### src/rtl/fpadd_pkg.sv
package fpadd_pkg;
  // Guard bits kept below the result LSB during alignment.
  localparam int GUARD_W = 3;

  // Outcome class of the normalisation stage.
  typedef enum logic [1:0] {
    RES_ZERO = 2'd0,
    RES_NORM = 2'd1,
    RES_SAT  = 2'd2
  } res_kind_e;
endpackage

### src/rtl/fpadd_sort.sv
// Stage 1: unpack, treat zero exponents as zero, order by magnitude.
module fpadd_sort #(
  parameter int EXP_W  = 8,
  parameter int FRAC_W = 23,
  localparam int SIG_W = FRAC_W + 1
) (
  input  logic                    clk,
  input  logic                    rst_n,
  input  logic                    in_vld,
  input  logic [EXP_W+FRAC_W:0]   opa,
  input  logic [EXP_W+FRAC_W:0]   opb,
  output logic                    s1_vld,
  output logic                    s1_sign,
  output logic                    s1_sub,
  output logic [EXP_W-1:0]        s1_exp,
  output logic [EXP_W-1:0]        s1_diff,
  output logic [SIG_W-1:0]        s1_big,
  output logic [SIG_W-1:0]        s1_small
);
  logic [EXP_W-1:0]        exp_a, exp_b;
  logic [FRAC_W-1:0]       frac_a, frac_b;
  logic [SIG_W-1:0]        sig_a, sig_b;
  logic                    a_first;

  always_comb begin
    exp_a  = opa[FRAC_W +: EXP_W];
    exp_b  = opb[FRAC_W +: EXP_W];
    frac_a = (exp_a == '0) ? '0 : opa[FRAC_W-1:0];
    frac_b = (exp_b == '0) ? '0 : opb[FRAC_W-1:0];
    sig_a  = (exp_a == '0) ? '0 : {1'b1, frac_a};
    sig_b  = (exp_b == '0) ? '0 : {1'b1, frac_b};
    a_first = {exp_a, frac_a} >= {exp_b, frac_b};
  end

  always_ff @(posedge clk or negedge rst_n) begin
    if (!rst_n) s1_vld <= 1'b0;
    else        s1_vld <= in_vld;
  end

  always_ff @(posedge clk) begin
    s1_sub <= opa[EXP_W+FRAC_W] ^ opb[EXP_W+FRAC_W];
    if (a_first) begin
      s1_sign  <= opa[EXP_W+FRAC_W];
      s1_exp   <= exp_a;
      s1_diff  <= exp_a - exp_b;
      s1_big   <= sig_a;
      s1_small <= sig_b;
    end else begin
      s1_sign  <= opb[EXP_W+FRAC_W];
      s1_exp   <= exp_b;
      s1_diff  <= exp_b - exp_a;
      s1_big   <= sig_b;
      s1_small <= sig_a;
    end
  end
endmodule

### src/rtl/fpadd_align.sv
// Stage 2: append guard bits and shift the smaller significand right.
module fpadd_align
  import fpadd_pkg::*;
#(
  parameter int EXP_W  = 8,
  parameter int FRAC_W = 23,
  localparam int SIG_W = FRAC_W + 1,
  localparam int EXT_W = SIG_W + GUARD_W
) (
  input  logic               clk,
  input  logic               rst_n,
  input  logic               s1_vld,
  input  logic               s1_sign,
  input  logic               s1_sub,
  input  logic [EXP_W-1:0]   s1_exp,
  input  logic [EXP_W-1:0]   s1_diff,
  input  logic [SIG_W-1:0]   s1_big,
  input  logic [SIG_W-1:0]   s1_small,
  output logic               s2_vld,
  output logic               s2_sign,
  output logic               s2_sub,
  output logic [EXP_W-1:0]   s2_exp,
  output logic [EXT_W-1:0]   s2_big,
  output logic [EXT_W-1:0]   s2_small
);
  logic [EXT_W-1:0] small_ext, small_shr;

  always_comb begin
    small_ext = {s1_small, {GUARD_W{1'b0}}};
    small_shr = small_ext >> s1_diff;
  end

  always_ff @(posedge clk or negedge rst_n) begin
    if (!rst_n) s2_vld <= 1'b0;
    else        s2_vld <= s1_vld;
  end

  always_ff @(posedge clk) begin
    s2_sign  <= s1_sign;
    s2_sub   <= s1_sub;
    s2_exp   <= s1_exp;
    s2_big   <= {s1_big, {GUARD_W{1'b0}}};
    s2_small <= small_shr;
  end
endmodule

### src/rtl/fpadd_addsub.sv
// Stage 3: add or subtract the aligned significands (big >= small).
module fpadd_addsub
  import fpadd_pkg::*;
#(
  parameter int EXP_W  = 8,
  parameter int FRAC_W = 23,
  localparam int EXT_W = FRAC_W + 1 + GUARD_W,
  localparam int SUM_W = EXT_W + 1
) (
  input  logic               clk,
  input  logic               rst_n,
  input  logic               s2_vld,
  input  logic               s2_sign,
  input  logic               s2_sub,
  input  logic [EXP_W-1:0]   s2_exp,
  input  logic [EXT_W-1:0]   s2_big,
  input  logic [EXT_W-1:0]   s2_small,
  output logic               s3_vld,
  output logic               s3_sign,
  output logic [EXP_W-1:0]   s3_exp,
  output logic [SUM_W-1:0]   s3_sum
);
  logic [SUM_W-1:0] raw;

  always_comb begin
    if (s2_sub) raw = {1'b0, s2_big} - {1'b0, s2_small};
    else        raw = {1'b0, s2_big} + {1'b0, s2_small};
  end

  always_ff @(posedge clk or negedge rst_n) begin
    if (!rst_n) s3_vld <= 1'b0;
    else        s3_vld <= s2_vld;
  end

  always_ff @(posedge clk) begin
    s3_sign <= s2_sign;
    s3_exp  <= s2_exp;
    s3_sum  <= raw;
  end
endmodule

### src/rtl/fpadd_normalize.sv
// Stage 4: leading-zero count, exponent adjust, flush / saturate, pack.
module fpadd_normalize
  import fpadd_pkg::*;
#(
  parameter int EXP_W  = 8,
  parameter int FRAC_W = 23,
  localparam int SUM_W = FRAC_W + 2 + GUARD_W,
  localparam int LZ_W  = $clog2(SUM_W + 1),
  localparam int EW2   = ((EXP_W > LZ_W) ? EXP_W : LZ_W) + 2,
  localparam int MAX_E = (1 << EXP_W) - 1
) (
  input  logic                  clk,
  input  logic                  rst_n,
  input  logic                  s3_vld,
  input  logic                  s3_sign,
  input  logic [EXP_W-1:0]      s3_exp,
  input  logic [SUM_W-1:0]      s3_sum,
  output logic                  done,
  output logic [EXP_W+FRAC_W:0] sum
);
  localparam logic signed [EW2-1:0] E_ONE  = EW2'(1);
  localparam logic signed [EW2-1:0] E_ZERO = '0;
  localparam logic signed [EW2-1:0] E_MAX  = EW2'(MAX_E);

  logic [LZ_W-1:0]         lz;
  logic                    seen;
  logic signed [EW2-1:0]   e_new;
  logic [SUM_W-1:0]        norm;
  logic [FRAC_W-1:0]       frac_n;
  res_kind_e               kind;
  logic [EXP_W+FRAC_W:0]   packed_w;

  always_comb begin
    lz   = '0;
    seen = 1'b0;
    for (int i = SUM_W - 1; i >= 0; i--) begin
      if (!seen) begin
        if (s3_sum[i]) seen = 1'b1;
        else           lz   = lz + LZ_W'(1);
      end
    end
  end

  always_comb begin
    e_new  = $signed({{(EW2-EXP_W){1'b0}}, s3_exp}) + E_ONE
           - $signed({{(EW2-LZ_W){1'b0}}, lz});
    norm   = s3_sum << lz;
    frac_n = FRAC_W'(norm >> (SUM_W - 1 - FRAC_W));
    if (s3_sum == '0 || e_new <= E_ZERO) kind = RES_ZERO;
    else if (e_new >= E_MAX)             kind = RES_SAT;
    else                                 kind = RES_NORM;
    unique case (kind)
      RES_ZERO: packed_w = '0;
      RES_SAT:  packed_w = {s3_sign, EXP_W'(MAX_E - 1), {FRAC_W{1'b1}}};
      default:  packed_w = {s3_sign, EXP_W'(e_new), frac_n};
    endcase
  end

  always_ff @(posedge clk or negedge rst_n) begin
    if (!rst_n) done <= 1'b0;
    else        done <= s3_vld;
  end

  always_ff @(posedge clk) begin
    sum <= packed_w;
  end
endmodule

### src/rtl/fpadd_pipe.sv
// Four-stage floating-point adder with a start/done strobe in lockstep.
module fpadd_pipe
  import fpadd_pkg::*;
#(
  parameter int EXP_W  = 8,
  parameter int FRAC_W = 23
) (
  input  logic                  clk,
  input  logic                  rst_n,
  input  logic                  start,
  input  logic [EXP_W+FRAC_W:0] opa,
  input  logic [EXP_W+FRAC_W:0] opb,
  output logic                  done,
  output logic [EXP_W+FRAC_W:0] sum
);
  localparam int SIG_W = FRAC_W + 1;
  localparam int EXT_W = SIG_W + GUARD_W;
  localparam int SUM_W = EXT_W + 1;

  logic               s1_vld, s1_sign, s1_sub;
  logic [EXP_W-1:0]   s1_exp, s1_diff;
  logic [SIG_W-1:0]   s1_big, s1_small;

  logic               s2_vld, s2_sign, s2_sub;
  logic [EXP_W-1:0]   s2_exp;
  logic [EXT_W-1:0]   s2_big, s2_small;

  logic               s3_vld, s3_sign;
  logic [EXP_W-1:0]   s3_exp;
  logic [SUM_W-1:0]   s3_sum;

  fpadd_sort #(.EXP_W(EXP_W), .FRAC_W(FRAC_W)) u_sort (
    .clk(clk), .rst_n(rst_n), .in_vld(start), .opa(opa), .opb(opb),
    .s1_vld(s1_vld), .s1_sign(s1_sign), .s1_sub(s1_sub), .s1_exp(s1_exp),
    .s1_diff(s1_diff), .s1_big(s1_big), .s1_small(s1_small)
  );

  fpadd_align #(.EXP_W(EXP_W), .FRAC_W(FRAC_W)) u_align (
    .clk(clk), .rst_n(rst_n), .s1_vld(s1_vld), .s1_sign(s1_sign),
    .s1_sub(s1_sub), .s1_exp(s1_exp), .s1_diff(s1_diff), .s1_big(s1_big),
    .s1_small(s1_small), .s2_vld(s2_vld), .s2_sign(s2_sign), .s2_sub(s2_sub),
    .s2_exp(s2_exp), .s2_big(s2_big), .s2_small(s2_small)
  );

  fpadd_addsub #(.EXP_W(EXP_W), .FRAC_W(FRAC_W)) u_addsub (
    .clk(clk), .rst_n(rst_n), .s2_vld(s2_vld), .s2_sign(s2_sign),
    .s2_sub(s2_sub), .s2_exp(s2_exp), .s2_big(s2_big), .s2_small(s2_small),
    .s3_vld(s3_vld), .s3_sign(s3_sign), .s3_exp(s3_exp), .s3_sum(s3_sum)
  );

  fpadd_normalize #(.EXP_W(EXP_W), .FRAC_W(FRAC_W)) u_norm (
    .clk(clk), .rst_n(rst_n), .s3_vld(s3_vld), .s3_sign(s3_sign),
    .s3_exp(s3_exp), .s3_sum(s3_sum), .done(done), .sum(sum)
  );
endmodule

### config.mk
export PLATFORM = sky130hd
export DESIGN_NAME = fpadd_pipe
export DESIGN_NICKNAME = d
export VERILOG_FILES = /design/src/rtl/fpadd_pkg.sv /design/src/rtl/fpadd_sort.sv /design/src/rtl/fpadd_align.sv /design/src/rtl/fpadd_addsub.sv /design/src/rtl/fpadd_normalize.sv /design/src/rtl/fpadd_pipe.sv
export SDC_FILE = /design/constraint.sdc
export NUM_CORES = 1
export LEC_CHECK = 0
export ABC_AREA = 1
export BUFFER_PORTS_ARGS = -buffer_cell sky130_fd_sc_hd__buf_2
export CORE_AREA = 2 2 167 169
export CTS_CLUSTER_DIAMETER = 40
export DETAILED_ROUTE_END_ITERATION = 10
export DIE_AREA = 0 0 169 171
export PLACE_DENSITY = 0.81
export SLEW_MARGIN = 10
export SYNTH_ARGS = -nofsm -noshare
export SYNTH_HDL_FRONTEND = slang
export SYNTH_HIERARCHICAL = 1
export SYNTH_SLANG_ARGS = --single-unit
### constraint.sdc
create_clock -name clk -period 22 [get_ports clk]
set_clock_uncertainty 0.2 [all_clocks]
set_input_delay 3.3 -clock clk [delete_from_list [all_inputs] [get_ports clk]]
set_output_delay 3.3 -clock clk [all_outputs]
set_load 0.02 [all_outputs]
=== Word-level counts from Yosys, hierarchy flattened ===
Cells that the tools add are included.

* Word-level logic and storage cells: 185
* Bits in registers: 200

* Shifts and indexed selects: 2
* $lt $le $gt $ge: 3
* Reduce and logical (&&, ||, !) cells: 5
* Add/sub/neg operators: 33
* Muxes and demuxes: 121
* Eq/ne operators: 1
* Bitwise gates (word level): 1

{| class="wikitable"
|+ Operators with widths
! operator !! count
|-
| 5-bit two-way mux || 54
|-
| 5-bit by 1-bit adder with 5-bit output, second input constant || 26
|-
| 24-bit two-way mux || 4
|-
| 32-bit one-hot mux with 2 select lines || 1
|-
| 1-bit two-way mux || 55
|-
| 23-bit two-way mux || 2
|-
| 31-bit >= comparator || 1
|-
| 27-bit by 27-bit adder with 28-bit output || 1
|-
| 28-bit zero test || 1
|-
| 28-bit two-way mux || 1
|-
| 28-bit by 5-bit left shift with 27-bit output || 1
|-
| 27-bit by 27-bit subtractor with 28-bit output || 1
|-
| 27-bit by 8-bit right shift with 27-bit output || 1
|-
| 8-bit zero test || 2
|-
| 8-bit two-way mux || 2
|-
| 8-bit subtractor || 2
|-
| 10-bit by 9-bit >= comparator with 1-bit output, second input constant || 1
|-
| 10-bit by 1-bit <= comparator with 1-bit output, second input constant || 1
|-
| 10-bit by 6-bit subtractor with 10-bit output || 1
|-
| 8-bit by 1-bit adder with 9-bit output, second input constant || 1
|-
| 2-bit two-way mux || 2
|-
| 1-bit by 1-bit adder with 2-bit output, second input constant || 1
|-
| 2-bit == test, second input constant || 1
|-
| 2-bit zero test || 1
|-
| other kinds (2) || 2
|}

=== Logic depth before layout (Yosys ltp) ===
Gate-level depths: netlist (run 1).

* Depth in word-level cells: 88
* Mapped depth: 109
* Gate-level depth less buffers: 108

=== By module ===
Netlist (run 1), hierarchy kept.

{| class="wikitable"
|+ By module, submodules not included
! module !! cells an instance !! area an instance (µm²) !! times used
|-
| fpadd_normalize || 1048 || 5850.6 || 1
|-
| fpadd_sort || 627 || 4533.1 || 1
|-
| fpadd_addsub || 623 || 3698.5 || 1
|-
| fpadd_align || 360 || 2685.1 || 1
|}

=== Worst setup path before layout (run 1) ===
Ideal clock, no wire load.

* Path kind: flip-flop to flip-flop
* Start: register u_addsub.s3_sum[26]
* End: register u_norm.sum[16]
* Path buffers: 2
* Arrival: 12.300 ns
* Library setup time: 0.133 ns
* Slack: 9.367 ns
* Clock period less this slack: 12.633 ns
* Stages on the path, launching flop included: 97
* Cells stage by stage: dfxtp_1 -> inv_1 -> a21oi_1 -> ha_1 -> inv_1 -> a21oi_1 -> ha_1 -> inv_1 -> nand2_1 -> nand2_1 -> inv_1 -> o21ai_0 -> nand2_1 -> nand2_1 -> ha_1 -> inv_1 -> nand2_1 -> nand2_1 -> [61 not listed] -> ha_1 -> fa_1 -> nand3_1 -> nand2_1 -> a21oi_1 -> nor2_1 -> nor2_1 -> xor2_1 -> inv_1 -> nor3_1 -> nand2_1 -> nand3_1 -> nor2_1 -> inv_1 -> nor2_4 -> buf_6 -> nand2_1 -> nand3_1

* Word-level cells in the longest chain between the ends: 86
* Elaborated cells on any way between the ends: 118
* Those cells by class: add/sub: 27; order compare: 2; eq/ne: 1; shift: 1; mux: 84; reduce/logical: 3

{| class="wikitable"
|+ RTL lines
! what !! RTL line !! source
|-
| start, declared || fpadd_addsub.sv:21 || <nowiki>output logic [SUM_W-1:0] s3_sum</nowiki>
|-
| start signal, assigned || fpadd_addsub.sv:38 || <nowiki>s3_sum <= raw;</nowiki>
|-
| 5-bit two-way mux || fpadd_normalize.sv:38 || <nowiki>if (s3_sum[i]) seen = 1'b1;</nowiki>
|-
| 5-bit two-way mux || fpadd_normalize.sv:37 || <nowiki>if (!seen) begin</nowiki>
|-
| 5-bit by 1-bit adder with 5-bit output || fpadd_normalize.sv:39 || <nowiki>else lz = lz + LZ_W'(1);</nowiki>
|-
| 5-bit two-way mux || fpadd_normalize.sv:38 ||
|-
| 5-bit two-way mux || fpadd_normalize.sv:37 ||
|-
| 5-bit by 1-bit adder with 5-bit output || fpadd_normalize.sv:39 ||
|-
| 5-bit two-way mux || fpadd_normalize.sv:38 ||
|-
| 5-bit two-way mux || fpadd_normalize.sv:37 ||
|-
| [71 not listed] || -- ||
|-
| 5-bit two-way mux || fpadd_normalize.sv:37 ||
|-
| 10-bit by 6-bit subtractor with 10-bit output || fpadd_normalize.sv:46 || <nowiki>- $signed({{(EW2-LZ_W){1'b0}}, lz});</nowiki>
|-
| 10-bit by 9-bit >= comparator with 1-bit output or 10-bit by 1-bit <= comparator with 1-bit output (tied branches) || fpadd_normalize.sv:50, fpadd_normalize.sv:49 ||
|-
| 2-bit two-way mux or 1-bit logical OR (tied branches) || fpadd_normalize.sv:50, fpadd_normalize.sv:49 ||
|-
| 2-bit two-way mux || fpadd_normalize.sv:49 || <nowiki>if (s3_sum == '0 || e_new <= E_ZERO) kind = RES_ZERO;</nowiki>
|-
| 2-bit == test or 2-bit zero test (tied branches) || fpadd_normalize.sv:52 || <nowiki>unique case (kind)</nowiki>
|-
| 32-bit one-hot mux with 2 select lines (*) || fpadd_normalize.sv:52 ||
|-
| net u_norm.packed_w[16] || fpadd_normalize.sv:31 || <nowiki>logic [EXP_W+FRAC_W:0] packed_w;</nowiki>
|-
| end signal, assigned || fpadd_normalize.sv:65 || <nowiki>sum <= packed_w;</nowiki>
|-
| end, declared || fpadd_normalize.sv:19 || <nowiki>output logic [EXP_W+FRAC_W:0] sum</nowiki>
|}

The timed path passes the listed nets; every way through them passes the cells marked *.

=== Worst setup path after layout (run 1) ===
* Start: register u_addsub.s3_sum[26]
* End: register u_norm.sum[22]

Same word-level chain as after synthesis.

==> impl_results.md, run 1 <==
- Status: finished clean
- R2R setup slack: 7.03 ns
- FF-to-FF Start: u_addsub/s3_sum[26]
- Global-route wire length before repair: roughly 71 mm
- Fin. max-slew vios: 0
- Leakage: slightly below 10 nW
- Startpoint types: register
- Post-route setup slack: ~7 ns
- Maximum vdd drop: 0.0000630 V
- Mapped Cells: 2658
- Unique masters post-synth: 55
- Top post-synthesis cells by area: dfxtp_1 (23%), nand2_1 (18%), nand3_1 (10%)
- Tightest Pin Transition: 1.07 ns
- CP max stage delay: 0.64 ns
- WHS Path Cells: 0
- Pre-antenna DRT Iters: 6
- FF-to-FF path depth: 96
- Top delay family on crit path: adder cells
- DRT iter0 DRCs: 1302
- Element type at the critical path end: register
- Vias in the first global route: 15400
- I/O pin count: 100
- Max Cap Viol: 0
- Port Buffer Count: 99
- Max transition margin: 28.6%
- Antenna viol nets, final: 0
- Slowest cell on crit path: nor2_1
- Post-CTS sizing: 0
- CTS tree: done
- Placement Setup Slack: 7.22 ns
- Number of flops mapped to enable cells by yosys: 0
- H-tree depth: 4
- Setup CP Type: register to register
- Final period util: 68.1%
- Crit path top cell by count: nand2_1
- Min cycle time layout: 14.97 ns
- Hold Fails Final Rpt: 0
- Post-DP Area: approximately 0.017 mm²
- Commonest non-fill, non-tap cell in the layout: nand2_1
- Fin Setup TNS: 0 ns
- Top FF cell, synth: dfxtp_1
- Post-CTS Hold Fix Bufs: 0
- DR WL met3: 1.67 mm
- Sink Count: 200
- Routed via count: 16400
- Die Span X: 169 µm
- CTS Buf Count: 17
- Hold Path Class: register to register
- Post-detail-place hpwl: 34.7 mm
- Worst-path fanout max: 31
- Most frequent cells in the layout: nand2_1 (792), inv_1 (398), nand3_1 (349)
- Post-Syn Area per Cell: approximately 6.3 µm²
- Grt total ovfl: 0
- Share of layout cells above drive strength 1: 12.9%
- Final Instance Area: 0.0178 mm²
- Cell taking the most area after synthesis: dfxtp_1
- RSZ-0062 raised after global routing: false
- Core Rows: 61
- Routed length on met2: 21.4 mm
- Antenna Diode Count: 0
- Area Growth Syn to Fin: 5.98%
- Critical path arrival: approximately 15 ns
- Starting Density: around 60%
- Min-delay src: u_align/s2_exp[2]
- Final nets: 2877
- Finish-stage setup viols: 0
- Clock-pin slew on the worst setup and hold paths: 0.08 ns
- Metal-1 WL: 18.0 mm
- Sequential area share after synthesis: a little under a quarter
- Syn. warnings: 6
- Clock Path Buffers: 2
- Postcts setup bufs: 0
- Die area: 0.0289 mm²
- CTS root buf: clkbuf_16
- Post-synthesis register bit count: 200
- Final wirelength: 42.9 mm
- Pwr dens: 139 mW/mm²
- Initial antenna violation count: 0
- Worst-Skew Late Latency: 0.44 ns
- Post-Route Utilization: 65.0%
- Hold EP: u_addsub/s3_exp[2]
- Die Span Y: 171 µm
- Post-route DRC: 0
- Worst setup path start: u_addsub/s3_sum[26]
- Async SR Flop Fraction: 2.00%
- GPL Wtd Cong: between 0.9 and 1
- Top layer in use: met4
- Post-Syn Area: 0.0168 mm²
- Crit path required time: about 22 ns
- Worst r2r dst: u_norm/sum[22]
- Number of vias per cell: 5.35
- Gr usage total: 29.8%
- Wire per inst: between 10 and 15 µm
- Synth top area share: 23.4%
- Crit path buffers/inverters: 19
- Largest net degree at the start of global routing: 66
- Peak Freq: 66.8 MHz
- Core ar.: approximately 0.027 mm²
==> area by class of cell <==
class | count | area, µm²
clock inverter | 15 | 213
tap | 346 | 433
clock buffer | 17 | 425
timing repair buffer | 104 | 533
multi-input combinational | 1946 | 10500
sequential | 200 | 4020
fill | 2567 | 9550
inverter | 434 | 1630
==> cell usage after synthesis (3+ instances only) <==
cell type / number
buf_4: 12
nor3_1: 17
nand3_1: 349
nand3b_1: 12
xnor2_1: 11
ha_1: 103
o21ai_0: 58
nor2_8: 5
inv_1: 398
xor2_1: 46
o21ai_1: 29
nor2_1: 213
clkbuf_1: 14
buf_1: 4
o22ai_1: 4
nand4_1: 27
a21oi_2: 7
dfrtp_1: 4
inv_2: 32
nand2_1: 793
a21o_1: 4
nand3_2: 79
or2_1: 3
nand2_2: 30
o211ai_1: 13
a21oi_1: 63
clkinv_1: 3
buf_12: 7
nand2_4: 9
buf_2: 27
nor2_2: 18
nor2_4: 19
dfxtp_1: 196
fa_1: 4
o21ai_2: 4
buf_6: 15
==> sequential cells by signal, indices dropped and copies added (netlist names), 8 cells and up <==
signal	count
u_norm/sum	32
u_sort/s1_big	24
u_align/s2_small	27
u_addsub/s3_sum	28
u_sort/s1_small	24
u_addsub/s3_exp	8
u_align/s2_big	24
u_align/s2_exp	8
u_sort/s1_diff	8
u_sort/s1_exp	8
==> metal layers <==
metal  track usage [%]  vias to the layer above
met5                 0                        -
met1              34.8                     7342
li1                  -                     8448
met4              14.8                        0
met2              54.9                      500
met3              2.61                      104
==> cells by family after synthesis <==
| group | synth area share, % |
|---|---|
| other cells | 0.0224 |
| fa+ha+maj | 8.16 |
| buf+inv | 13.4 |
| xor+xnor | 3.34 |
| flops | 24.0 |
| simple gates | 44.7 |
| mux | 0.0597 |
| compound gates | 6.27 |
==> metrics by stage <==
stage               power (mW)  cells  hold slack (ns)
global route              2.70   3062            0.133
CTS                       2.45   3062            0.131
finish                    2.47   3062            0.131
floorplan                 1.74   2660            0.110
detailed placement        2.11   3030            0.112
global placement          2.08   3030            0.112
==> how the worst max path moves through the flow <==
stage,to,slack (ns),depth (start not counted)
finish,u_norm/sum[22],7.03,96
global route,u_norm/sum[10],5.33,97
CTS,u_norm/sum[22],7.19,96
detailed placement,u_norm/sum[22],7.22,96
global placement,u_norm/sum[10],7.88,96
floorplan,u_norm/sum[16],9.37,96
==> report_power, final <==
part / internal (mW) / total (mW) / leakage [nW] / switching [mW]
sequential: 0.471 / 0.558 / 1.69 / 0.0865
combinational: 0.508 / 1.58 / 7.93 / 1.07
clock: 0.168 / 0.328 / 0.302 / 0.160
total: 1.15 / 2.47 / 9.93 / 1.32
==> worst register-to-register path, delay by kind of cell (launching register included) <==
kind | cells | cell delay, ns
AO/OA/AOI/OAI | 17 | 2.79
XOR/XNOR | 1 | 0.22
adder cells (fa/ha/maj) | 17 | 4.90
buffers and inverters | 19 | 1.74
flip-flops | 1 | 0.37
AND/OR/NAND/NOR | 42 | 4.66
(Power assumes the default switching activity.)
==> inputs of run 2 (changes only) <==
- clock period: 22 -> 14.8 ns (I/O delays scaled with it)
==> run 2 against run 1 <==
Effect of this change:
- worst hold slack lost 0.0029 ns
- combinational power increased by 53%
- largest power group unchanged
- highest routed layer unchanged
- register-to-register slack got worse by 5.8 ns
==> impl_results.md, run 2 (same netlist as run 1, synthesis figures left out) <==
- Status: finished clean
- Most frequent cells in the layout: nand2_1 (790), inv_1 (397), nand3_1 (348)
- CTS root buf: clkbuf_16
- Area Growth Syn to Fin: 7.14%
- Startpoint types: register
- Port Buffer Count: 99
- Starting Density: 61.4%
- I/O pin count: 100
- Die area: 0.0289 mm²
- Peak Freq: around 74 MHz
- Wire per inst: approximately 14 µm
- Gr usage total: 30.1%
- Worst-Skew Late Latency: 0.44 ns
- Worst-path fanout max: 6
- Commonest non-fill, non-tap cell in the layout: nand2_1
- Fin. max-slew vios: 0
- Top Registers: u_norm/sum x32, u_addsub/s3_sum x28, u_align/s2_small x27
- Final wirelength: approximately 44 mm
- Pwr dens: 208 mW/mm²
- Sink Count: 200
- Die Span X: 169 µm
- Top delay family on crit path: adder cells
- Pre-antenna DRT Iters: 6
- Fin Setup TNS: 0 ns
- CP max stage delay: around 0.4 ns
- Final period util: 91.8%
- Largest register by flop count: u_norm/sum
- Post-route DRC: 0
- Slowest cell on crit path: fa_1
- Tightest Pin Transition: 1.05 ns
- Die Span Y: 171 µm
- Routed via count: 16500
- Setup CP Type: register to register
- Max Cap Viol: 0
- Number of vias per cell: 5.36
- Total Power: 3.74 mW
- Grt total ovfl: 0
- Min cycle time layout: 13.59 ns
- Antenna viol nets, final: 0
- Vias in the first global route: roughly 15000
- Core ar.: 0.0273 mm²
- Share of layout cells above drive strength 1: 13.8%
- Largest net degree at the start of global routing: 66
- Finish-stage setup viols: 0
- GPL Wtd Cong: 1.02
- Hold Path Class: register to register
- Post-CTS Hold Fix Bufs: 0
- H-tree depth: 4
- Hold Fails Final Rpt: 0
- Crit path buffers/inverters: 19
- Placement Setup Slack: 0.797 ns
- CTS tree: done
- Max reg flops: 32
- Post-route setup slack: about 1.2 ns
- Initial antenna violation count: 0
- Critical path arrival: 13.75 ns
- Global-route wire length before repair: 71.2 mm
- Maximum vdd drop: 0.0000885 V
- Crit path required time: 14.96 ns
- Core Rows: 61
- DRT iter0 DRCs: 1124
- Post-detail-place hpwl: roughly 35 mm
- Antenna Diode Count: 0
- Clock Path Buffers: 2
- Clock-pin slew on the worst setup and hold paths: 0.08 ns
- CTS Buf Count: 17
- Crit path top cell by count: nand2_1
- Element type at the critical path end: register
- Max transition margin: 29.7%
- Final nets: roughly 2900
- Leakage: 10.0 nW
==> run 2: changes by cell type in the layout (fill, tap and decap cells not counted), sizes merged <==
cell      delta
clkinvlp     -1
inv          -1
nand4        +1
clkinv       +4
buf         +12
bufinv       -1
nor2         +1
==> run 2: routing by layer <==
layer	part of all wire, %	up-vias	global-route usage [%]
li1	-	8488	-
met5	0	-	0
met4	3.7	0	12.2
met3	4.0	97	2.66
met1	42	7432	36.0
met2	50	489	55.5
==> run 2: report_power, final <==
group / switching [mW] / internal, mW
Clock: 0.247 / 0.238
Combinational: 1.64 / 0.780
Sequential: 0.128 / 0.701
Total: 2.02 / 1.72
==> run 2: worst reg2reg max path, delay by kind of cell, from the launching register on <==
family | cells | cell delay, ns
simple gates | 43 | 4.06
flops | 1 | 0.36
compound gates | 17 | 2.47
xor+xnor | 1 | 0.19
buf+inv | 19 | 1.42
fa+ha+maj | 17 | 4.82
==> run 2: path summary, 6_finish.rpt <==
kind / startpoint / endpoint / slack [ns] / cells past startpoint
hold / removal: u_sort/s1_big[11] / u_align/s2_big[14] / 0.13 / 0
hold reg to reg: u_sort/s1_big[11] / u_align/s2_big[14] / 0.13 / 0
max in group asynchronous: rst_n / u_align/s2_vld / 12.90 / 1
setup reg to reg: u_addsub/s3_sum[26] / u_norm/sum[17] / 1.21 / 97
min in group asynchronous: rst_n / u_sort/s1_vld / 1.37 / 1
setup / recovery: u_addsub/s3_sum[26] / u_norm/sum[17] / 1.21 / 97
==> run 2: stage by stage <==
stage	cell area (µm²)	util (%)	hold slack [ns]	std cells
finish	18000	65.7	0.128	3077
global route	18000	65.7	0.136	3077
CTS	17800	65.1	0.129	3064
detailed placement	17100	62.8	0.112	3032
global placement	17100	62.8	0.111	3032
floorplan	16800	-	0.110	2660
==> run 2: layout make-up <==
| cell class | count | area [µm²] |
|---|---|---|
| Multi-Input combinational cell | 1948 | 10600 |
| Inverter | 434 | 1640 |
| Sequential cell | 200 | 4030 |
| Clock inverter | 15 | 214 |
| Timing Repair inverter | 1 | 5.00 |
| Clock buffer | 17 | 425 |
| Fill cell | 2507 | 9360 |
| Tap cell | 346 | 433 |
| Timing Repair Buffer | 116 | 627 |
==> run 2: what timing repair did <==
action,in CTS,in global routing
gates resized for setup,0,24
endpoints found under the hold margin,0,0
buffers inserted,0,10
setup endpoints to repair,0,32
